==> src/rtl/irq_accept_pkg.sv <==
package irq_accept_pkg;

   typedef enum logic [2:0] {
      ST_IDLE,
      ST_PUSH,
      ST_ACK,
      ST_VREAD,
      ST_LOAD,
      ST_M0EXEC
   } seq_state_t;

   typedef enum logic [1:0] {
      SRC_NMI,
      SRC_IM0,
      SRC_IM1,
      SRC_IM2
   } irq_src_t;

   typedef logic [1:0] im_mode_t;

   localparam im_mode_t MODE_ZERO = 2'd0;
   localparam im_mode_t MODE_ONE  = 2'd1;
   localparam im_mode_t MODE_TWO  = 2'd2;

endpackage

==> src/rtl/irq_sync.sv <==
module irq_sync #(
   parameter int   STAGES  = 2,
   parameter logic RST_VAL = 1'b1
) (
   input  logic clk,
   input  logic rst_n,
   input  logic d,
   output logic q
);

   generate
      if (STAGES < 0 || STAGES > 4) begin : g_bad
         $error("irq_sync: STAGES must be 0..4");
      end

      if (STAGES == 0) begin : g_direct
         assign q = d;
      end else begin : g_chain
         logic [STAGES-1:0] sh;
         always_ff @(posedge clk or negedge rst_n) begin
            if (!rst_n) begin
               sh <= {STAGES{RST_VAL}};
            end else begin
               sh[0] <= d;
               for (int i = 1; i < STAGES; i++) begin
                  sh[i] <= sh[i-1];
               end
            end
         end
         assign q = sh[STAGES-1];
      end
   endgenerate

endmodule

==> src/rtl/irq_nmi_edge.sv <==
module irq_nmi_edge (
   input  logic clk,
   input  logic rst_n,
   input  logic nmi_lvl_n,
   input  logic clear,
   output logic pend
);

   logic prev_q;
   logic fall;

   assign fall = prev_q & ~nmi_lvl_n;

   always_ff @(posedge clk or negedge rst_n) begin
      if (!rst_n) begin
         prev_q <= 1'b1;
         pend   <= 1'b0;
      end else begin
         prev_q <= nmi_lvl_n;
         pend   <= fall | (pend & ~clear);
      end
   end

   AST_PEND_HOLDS: assert property (@(posedge clk) disable iff (!rst_n)
      (pend && !clear) |=> pend);

   AST_CLEAR_DROPS: assert property (@(posedge clk) disable iff (!rst_n)
      (pend && clear && nmi_lvl_n) |=> !pend);

endmodule

==> src/rtl/irq_enable_regs.sv <==
module irq_enable_regs
   import irq_accept_pkg::*;
#(
   parameter int DATA_W = 8
) (
   input  logic              clk,
   input  logic              rst_n,
   input  logic              take_nmi,
   input  logic              take_int,
   input  logic              ei_pulse,
   input  logic              di_pulse,
   input  logic              im_load,
   input  logic [1:0]        im_sel,
   input  logic              retn_pulse,
   input  logic              ireg_load,
   input  logic [DATA_W-1:0] ireg_data,
   output logic              iff1,
   output logic              iff2,
   output im_mode_t          mode,
   output logic              pop_req,
   output logic [DATA_W-1:0] ireg
);

   generate
      if (DATA_W < 4) begin : g_bad
         $error("irq_enable_regs: DATA_W too small");
      end
   endgenerate

   always_ff @(posedge clk or negedge rst_n) begin
      if (!rst_n) begin
         iff1 <= 1'b0;
         iff2 <= 1'b0;
      end else if (take_nmi) begin
         iff2 <= iff1;
         iff1 <= 1'b0;
      end else if (take_int || di_pulse) begin
         iff1 <= 1'b0;
         iff2 <= 1'b0;
      end else if (ei_pulse) begin
         iff1 <= 1'b1;
         iff2 <= 1'b1;
      end else if (retn_pulse) begin
         iff1 <= iff2;
      end
   end

   always_ff @(posedge clk or negedge rst_n) begin
      if (!rst_n) begin
         mode <= MODE_ZERO;
      end else if (im_load && im_sel != 2'd3) begin
         mode <= im_sel;
      end
   end

   always_ff @(posedge clk or negedge rst_n) begin
      if (!rst_n) begin
         pop_req <= 1'b0;
         ireg    <= '0;
      end else begin
         pop_req <= retn_pulse;
         if (ireg_load) begin
            ireg <= ireg_data;
         end
      end
   end

   AST_NMI_SAVES_FLAG: assert property (@(posedge clk) disable iff (!rst_n)
      take_nmi |=> (!iff1 && iff2 == $past(iff1)));

   AST_INT_CLEARS_FLAGS: assert property (@(posedge clk) disable iff (!rst_n)
      (take_int && !take_nmi) |=> (!iff1 && !iff2));

   AST_RETN_RESTORES: assert property (@(posedge clk) disable iff (!rst_n)
      (retn_pulse && !take_nmi && !take_int && !di_pulse && !ei_pulse)
         |=> (iff1 == $past(iff2)));

   AST_MODE_LEGAL: assert property (@(posedge clk) disable iff (!rst_n)
      mode != 2'd3);

endmodule

==> src/rtl/irq_seq.sv <==
module irq_seq
   import irq_accept_pkg::*;
#(
   parameter int                ADDR_W  = 16,
   parameter int                DATA_W  = 8,
   parameter logic [ADDR_W-1:0] NMI_VEC = 'h0066,
   parameter logic [ADDR_W-1:0] IM1_VEC = 'h0038
) (
   input  logic              clk,
   input  logic              rst_n,
   input  logic              insn_end,
   input  logic              nmi_pend,
   input  logic              int_lvl_n,
   input  logic              iff1,
   input  im_mode_t          mode,
   input  logic [DATA_W-1:0] ireg,
   input  logic              wait_n,
   input  logic [DATA_W-1:0] data_in,
   input  logic              push_done,
   input  logic              vrd_done,
   input  logic [ADDR_W-1:0] vrd_data,
   output logic              take_nmi,
   output logic              take_int,
   output logic              push_req,
   output logic              vrd_req,
   output logic [ADDR_W-1:0] vrd_addr,
   output logic              pc_load,
   output logic [ADDR_W-1:0] pc_value,
   output logic              m1_n,
   output logic              iorq_n,
   output logic              mode0_exec,
   output logic [DATA_W-1:0] op_byte
);

   generate
      if (NMI_VEC == IM1_VEC) begin : g_bad_vec
         $error("irq_seq: the two fixed vectors must differ");
      end
   endgenerate

   seq_state_t        state;
   irq_src_t          src;
   irq_src_t          int_src;
   logic [ADDR_W-1:0] pc_q;
   logic [DATA_W-1:0] byte_q;
   logic              idle;

   assign idle     = (state == ST_IDLE);
   assign take_nmi = idle && insn_end && nmi_pend;
   assign take_int = idle && insn_end && !nmi_pend && !int_lvl_n && iff1;

   always_comb begin
      case (mode)
         MODE_ONE: int_src = SRC_IM1;
         MODE_TWO: int_src = SRC_IM2;
         default:  int_src = SRC_IM0;
      endcase
   end

   always_ff @(posedge clk or negedge rst_n) begin
      if (!rst_n) begin
         state  <= ST_IDLE;
         src    <= SRC_NMI;
         pc_q   <= '0;
         byte_q <= '0;
      end else begin
         case (state)
            ST_IDLE: begin
               if (take_nmi) begin
                  src   <= SRC_NMI;
                  state <= ST_PUSH;
               end else if (take_int) begin
                  src   <= int_src;
                  state <= (int_src == SRC_IM2) ? ST_PUSH : ST_ACK;
               end
            end
            ST_PUSH: begin
               if (push_done) begin
                  if (src == SRC_IM2) begin
                     state <= ST_ACK;
                  end else begin
                     pc_q  <= (src == SRC_NMI) ? NMI_VEC : IM1_VEC;
                     state <= ST_LOAD;
                  end
               end
            end
            ST_ACK: begin
               if (wait_n) begin
                  if (src != SRC_IM1) begin
                     byte_q <= data_in;
                  end
                  case (src)
                     SRC_IM1: state <= ST_PUSH;
                     SRC_IM2: state <= ST_VREAD;
                     default: state <= ST_M0EXEC;
                  endcase
               end
            end
            ST_VREAD: begin
               if (vrd_done) begin
                  pc_q  <= vrd_data;
                  state <= ST_LOAD;
               end
            end
            ST_LOAD: state <= ST_IDLE;
            ST_M0EXEC: begin
               if (insn_end) begin
                  state <= ST_IDLE;
               end
            end
            default: state <= ST_IDLE;
         endcase
      end
   end

   assign push_req   = (state == ST_PUSH);
   assign vrd_req    = (state == ST_VREAD);
   assign vrd_addr   = {ireg, byte_q};
   assign pc_load    = (state == ST_LOAD);
   assign pc_value   = pc_q;
   assign m1_n       = (state != ST_ACK);
   assign iorq_n     = (state != ST_ACK);
   assign mode0_exec = (state == ST_M0EXEC);
   assign op_byte    = byte_q;

   AST_ONE_STEP: assert property (@(posedge clk) disable iff (!rst_n)
      $countones({push_req, vrd_req, !iorq_n, pc_load, mode0_exec}) <= 1);

   AST_TAKE_LEAVES_IDLE: assert property (@(posedge clk) disable iff (!rst_n)
      (take_nmi || take_int) |=> !idle);

   AST_WAIT_STRETCH: assert property (@(posedge clk) disable iff (!rst_n)
      (!iorq_n && !wait_n) |=> !iorq_n);

   AST_NMI_TARGET: assert property (@(posedge clk) disable iff (!rst_n)
      (pc_load && src == SRC_NMI) |-> pc_value == NMI_VEC);

   AST_NMI_NO_ACK: assert property (@(posedge clk) disable iff (!rst_n)
      (src == SRC_NMI) |-> iorq_n);

endmodule

==> src/rtl/irq_accept_ctrl.sv <==
module irq_accept_ctrl
   import irq_accept_pkg::*;
#(
   parameter int                ADDR_W      = 16,
   parameter int                DATA_W      = 8,
   parameter int                SYNC_STAGES = 2,
   parameter logic [ADDR_W-1:0] NMI_VEC     = 'h0066,
   parameter logic [ADDR_W-1:0] IM1_VEC     = 'h0038
) (
   input  logic              clk,
   input  logic              rst_n,
   input  logic              nmi_n,
   input  logic              int_n,
   input  logic              wait_n,
   input  logic              insn_end,
   input  logic              ei_pulse,
   input  logic              di_pulse,
   input  logic              im_load,
   input  logic [1:0]        im_sel,
   input  logic              retn_pulse,
   input  logic              ireg_load,
   input  logic [DATA_W-1:0] ireg_data,
   input  logic [DATA_W-1:0] data_in,
   input  logic              push_done,
   input  logic              vrd_done,
   input  logic [ADDR_W-1:0] vrd_data,
   output logic              take_irq,
   output logic              push_req,
   output logic              pop_req,
   output logic              vrd_req,
   output logic [ADDR_W-1:0] vrd_addr,
   output logic              pc_load,
   output logic [ADDR_W-1:0] pc_value,
   output logic              m1_n,
   output logic              iorq_n,
   output logic              mode0_exec,
   output logic [DATA_W-1:0] op_byte,
   output logic              iff1,
   output logic              iff2,
   output logic [1:0]        int_mode
);

   localparam int VEC_HALF = ADDR_W / 2;

   generate
      if (VEC_HALF != DATA_W || (ADDR_W % 2) != 0) begin : g_bad_width
         $error("irq_accept_ctrl: ADDR_W must be twice DATA_W");
      end
   endgenerate

   logic     nmi_s_n;
   logic     int_s_n;
   logic     nmi_pend;
   logic     take_nmi;
   logic     take_int;
   im_mode_t mode;
   logic [DATA_W-1:0] ireg;

   irq_sync #(.STAGES(SYNC_STAGES), .RST_VAL(1'b1)) u_sync_nmi (
      .clk(clk), .rst_n(rst_n), .d(nmi_n), .q(nmi_s_n)
   );

   irq_sync #(.STAGES(SYNC_STAGES), .RST_VAL(1'b1)) u_sync_int (
      .clk(clk), .rst_n(rst_n), .d(int_n), .q(int_s_n)
   );

   irq_nmi_edge u_nmi_edge (
      .clk(clk), .rst_n(rst_n), .nmi_lvl_n(nmi_s_n),
      .clear(take_nmi), .pend(nmi_pend)
   );

   irq_enable_regs #(.DATA_W(DATA_W)) u_flags (
      .clk(clk), .rst_n(rst_n),
      .take_nmi(take_nmi), .take_int(take_int),
      .ei_pulse(ei_pulse), .di_pulse(di_pulse),
      .im_load(im_load), .im_sel(im_sel),
      .retn_pulse(retn_pulse),
      .ireg_load(ireg_load), .ireg_data(ireg_data),
      .iff1(iff1), .iff2(iff2), .mode(mode),
      .pop_req(pop_req), .ireg(ireg)
   );

   irq_seq #(
      .ADDR_W(ADDR_W), .DATA_W(DATA_W),
      .NMI_VEC(NMI_VEC), .IM1_VEC(IM1_VEC)
   ) u_seq (
      .clk(clk), .rst_n(rst_n),
      .insn_end(insn_end), .nmi_pend(nmi_pend), .int_lvl_n(int_s_n),
      .iff1(iff1), .mode(mode), .ireg(ireg),
      .wait_n(wait_n), .data_in(data_in),
      .push_done(push_done), .vrd_done(vrd_done), .vrd_data(vrd_data),
      .take_nmi(take_nmi), .take_int(take_int),
      .push_req(push_req), .vrd_req(vrd_req), .vrd_addr(vrd_addr),
      .pc_load(pc_load), .pc_value(pc_value),
      .m1_n(m1_n), .iorq_n(iorq_n),
      .mode0_exec(mode0_exec), .op_byte(op_byte)
   );

   assign take_irq = take_nmi | take_int;
   assign int_mode = mode;

   AST_PRIORITY_NMI: assert property (@(posedge clk) disable iff (!rst_n)
      !(take_nmi && take_int));

   AST_INT_NEEDS_FLAG: assert property (@(posedge clk) disable iff (!rst_n)
      (take_irq && !nmi_pend) |-> iff1);

endmodule

==> config.mk <==
export PLATFORM = sky130hd
export DESIGN_NAME = irq_accept_ctrl
export DESIGN_NICKNAME = d
export VERILOG_FILES = /design/src/rtl/irq_accept_pkg.sv /design/src/rtl/irq_sync.sv /design/src/rtl/irq_nmi_edge.sv /design/src/rtl/irq_enable_regs.sv /design/src/rtl/irq_seq.sv /design/src/rtl/irq_accept_ctrl.sv
export SDC_FILE = /design/constraint.sdc
export NUM_CORES = 1
export LEC_CHECK = 0
export ABC_AREA = 1
export BUFFER_PORTS_ARGS = -buffer_cell sky130_fd_sc_hd__clkbuf_2
export CORE_MARGIN = 2
export CORE_UTILIZATION = 49
export CTS_BUF_LIST = sky130_fd_sc_hd__clkbuf_8
export DETAILED_ROUTE_END_ITERATION = 7
export PLACE_DENSITY = 0.82
export SLEW_MARGIN = 0
export SYNTH_ARGS = -nofsm -noshare
export SYNTH_HDL_FRONTEND = slang
export SYNTH_HIERARCHICAL = 1
export SYNTH_SLANG_ARGS = --single-unit
==> constraint.sdc <==
create_clock -name clk -period 1.48 [get_ports clk]
set_input_delay 0.148 -clock clk [delete_from_list [all_inputs] [get_ports clk]]
set_output_delay 0.148 -clock clk [all_outputs]
set_load 0.01 [all_outputs]
==> results.ini <==
[detailed_routing]
drc = 0
via_per_inst = 4.65
routed_wl_um = 4930
drt-initial-drc-count = 60
ant_nets = 0
drtPass1Iterations = 4
wl_per_cell_um = 11.4
num_vias = 2003

[clocking]
cts_made_buffers = 5
clkSinkCount = 48
cts-htree-levels = 2
cts_root_buf = clkbuf_8
clkTransAtPathRegs_ns = 0.09
ctsLongestPathBuffers = 2
tritoncts = built
clock_latency_ns = 0.29

[floorplanning]
ios = 99
fp.dieW_um = 71.6
core_sq_um = 4380
dieArea_sq_um = 5130
initial_utilization_pct = 51.1
fp.dieH_um = 71.6
row_count = 24

[critical_path]
crit_buf_inv = 5
rr_startpoint = u_seq/state[2]
cp_cell_sequence = buf_4, buf_6, inv_4, nand2_4, nor2_4, buf_6, buf_6
cp_data_arrival_time_ns = 1.47
slowest_stage = dfrtp_1
path_max_fanout = 5
critPathMaxStageDelay_ns = 0.43
critPathTopFamily = buffers and inverters
cp_common_cell = buf_6
cp-startpoint = u_seq/state[2]
critPathKind = reg2out
cp-end-kind = output pin
start_kind = flop
required_ns = 1.33

[sta]
relSlewSlack_pct = 73.7
timing.final.max_slew_violations = 0
hold_viol = 0
worstMarginPinSlew_ns = 0.392
timing.final.setup_violations = 24
max_freq_mhz = 618
rsz0062_at_grt = yes
finalWorstSetupSlack_ns = -0.139
layout_min_cycle_time_ns = 1.62
skew_ns = 0.00217
fin_crit_sh_pct = 109

[global_routing]
grt_usage_pct = 18.6
grt_max_degree = 49
grt_pass1_vias = 1755
overflow = 0
antenna_found_initial = 0
grt_pass1_wl_um = 7500

[pwr]
p_per_area_nw_per_um2 = 1750
p_total_uw = 5350
p_leak_uw = 0.00177
irDropWorstVdd_mv = 1.10

[finish]
fin_util_pct = 69.7
syn_to_final_growth_pct = 36.3
drive_gt1_share_pct = 42.2
layout.nets = 427
num_antenna_cells = 0

[logic_synthesis]
netlist_area_sq_um = 2240
synth_flop_cell = dfrtp_1
synth.top_cells.by_count = nand2_1 (97), dfrtp_1 (43), inv_1 (37)
synth_nets = 315
yosys_warnings = 6
synth_cells = 266
yosys.cell_types.count = 24
async_reset_ff_share_pct = 100
yosysMostFrequentCell = nand2_1
yosysTopAreaCellShare_pct = 48.0
ys_ff_latch = 48
yosysTopAreaCell = dfrtp_1
synth_area_leaders = dfrtp_1 (48%), nand2_1 (16%), inv_1 (6.2%), dfstp_2 (5.9%), buf_4 (5.7%)
ys_seq_area_share_pct = 53.9
syn_avg_cell_area_sq_um = 8.43
synth_edf_count = 0

[job]
cap_violations = 0

[placement]
dp_worst_setup_slack_ns = -0.0891
dpl.hpwl_um = 3400
portBuffers = 98
place_congestion = 0.957

[hold_path]
hp-start = vrd_data[12]
hp-class = in2reg

[outcome]
violations = negative setup slack
status = complete, but fails checks

-- per-stage QoR --
step	cell area (sq um)	hold slack, ns	instances	setup TNS (ns)
2_1_floorplan	2240	-0.148	266	0
3_3_place_gp	2690	0.152	402	0
3_5_place_dp	2690	0.157	402	-0.592
4_1_cts	2920	0.0360	422	-0.839
5_1_grt	3060	0.0459	431	-3.99
6_report	3060	0.0446	431	-2.05
-- registers in the layout, summed over array words and instances (netlist names) --
| name | cells |
|---|---|
| u_seq/pc_value | 16 |
| u_flags/ireg | 8 |
| u_seq/op_byte | 8 |
| u_seq/state | 3 |
| u_flags/mode | 2 |
| u_seq/src | 2 |
| u_sync_int/g_chain.sh | 2 |
| u_sync_nmi/g_chain.sh | 2 |
| u_flags/iff1 | 1 |
| u_flags/iff2 | 1 |
| u_flags/pop_req | 1 |
| u_nmi_edge/pend | 1 |
| u_nmi_edge/prev_q | 1 |
-- cell families after synthesis --
logic type / count (synthesis) / synth area share, %
buffers and inverters: 59 / 13.8
and+or+nand+nor: 126 / 23.5
AOI/OAI and AO/OA: 31 / 7.70
DFF: 48 / 53.9
adders and majority gates: 2 / 1.12
-- cells in the final DEF, fill, tap and decap left out, types with 7 or more instances in the layout --
cell type  count
clkbuf_2      94
nand2_1       92
dfrtp_1       41
inv_1         34
o21ai_0       18
buf_4         16
nand2_2        7
-- path summary, 6_finish.rpt --
kind	to	slack [ns]	depth (start not counted)
setup reg to reg	u_seq/pc_value[5]	-0.13	9
hold / removal	u_seq/pc_value[12]	0.04	3
setup / recovery	vrd_req	-0.14	7
hold reg to reg	u_sync_nmi/g_chain.sh[1]	0.36	0
max in group asynchronous	u_nmi_edge/prev_q	0.85	3
min in group asynchronous	u_flags/iff2	0.36	3
-- final cells by class --
class / count / area, sq um
clock inverter: 2 / 13.8
inverter: 39 / 154
multi-input combinational: 159 / 792
tap: 52 / 65.1
clock buffer: 6 / 82.6
fill: 352 / 1330
sequential: 48 / 1210
timing repair inverter: 1 / 6.26
timing repair buffer: 124 / 733
-- worst reg2reg max path, delay by kind of cell (launching register included) --
family	cells	cell delay (ns)
buf+inv	4	0.46
compound gates	1	0.18
simple gates	4	0.44
flops	1	0.43
-- routing by layer --
layer	track usage, %	share of wire [%]
met4	5.66	1.2
met2	31.5	51
met1	23.3	41
met3	5.20	6.2
met5	0	0
-- repair_timing --
item / CTS / global route
cloned: 0 / 1
pin swaps: 5 / 9
endpoints found under the hold margin: 46 / 0
endpoints found under the setup margin: 13 / 36
buffers inserted: 9 / 11
resized for setup: 13 / 26
hold buffers: 4 / 0
-- report_power, final --
part	total, uW	leakage (uW)	switching [uW]	internal, uW
Clock	809	0.0000516	427	382
Sequential	2050	0.000595	311	1740
Combinational	2490	0.00112	1380	1100
Total	5350	0.00177	2120	3230
(Power assumes the default switching activity.)
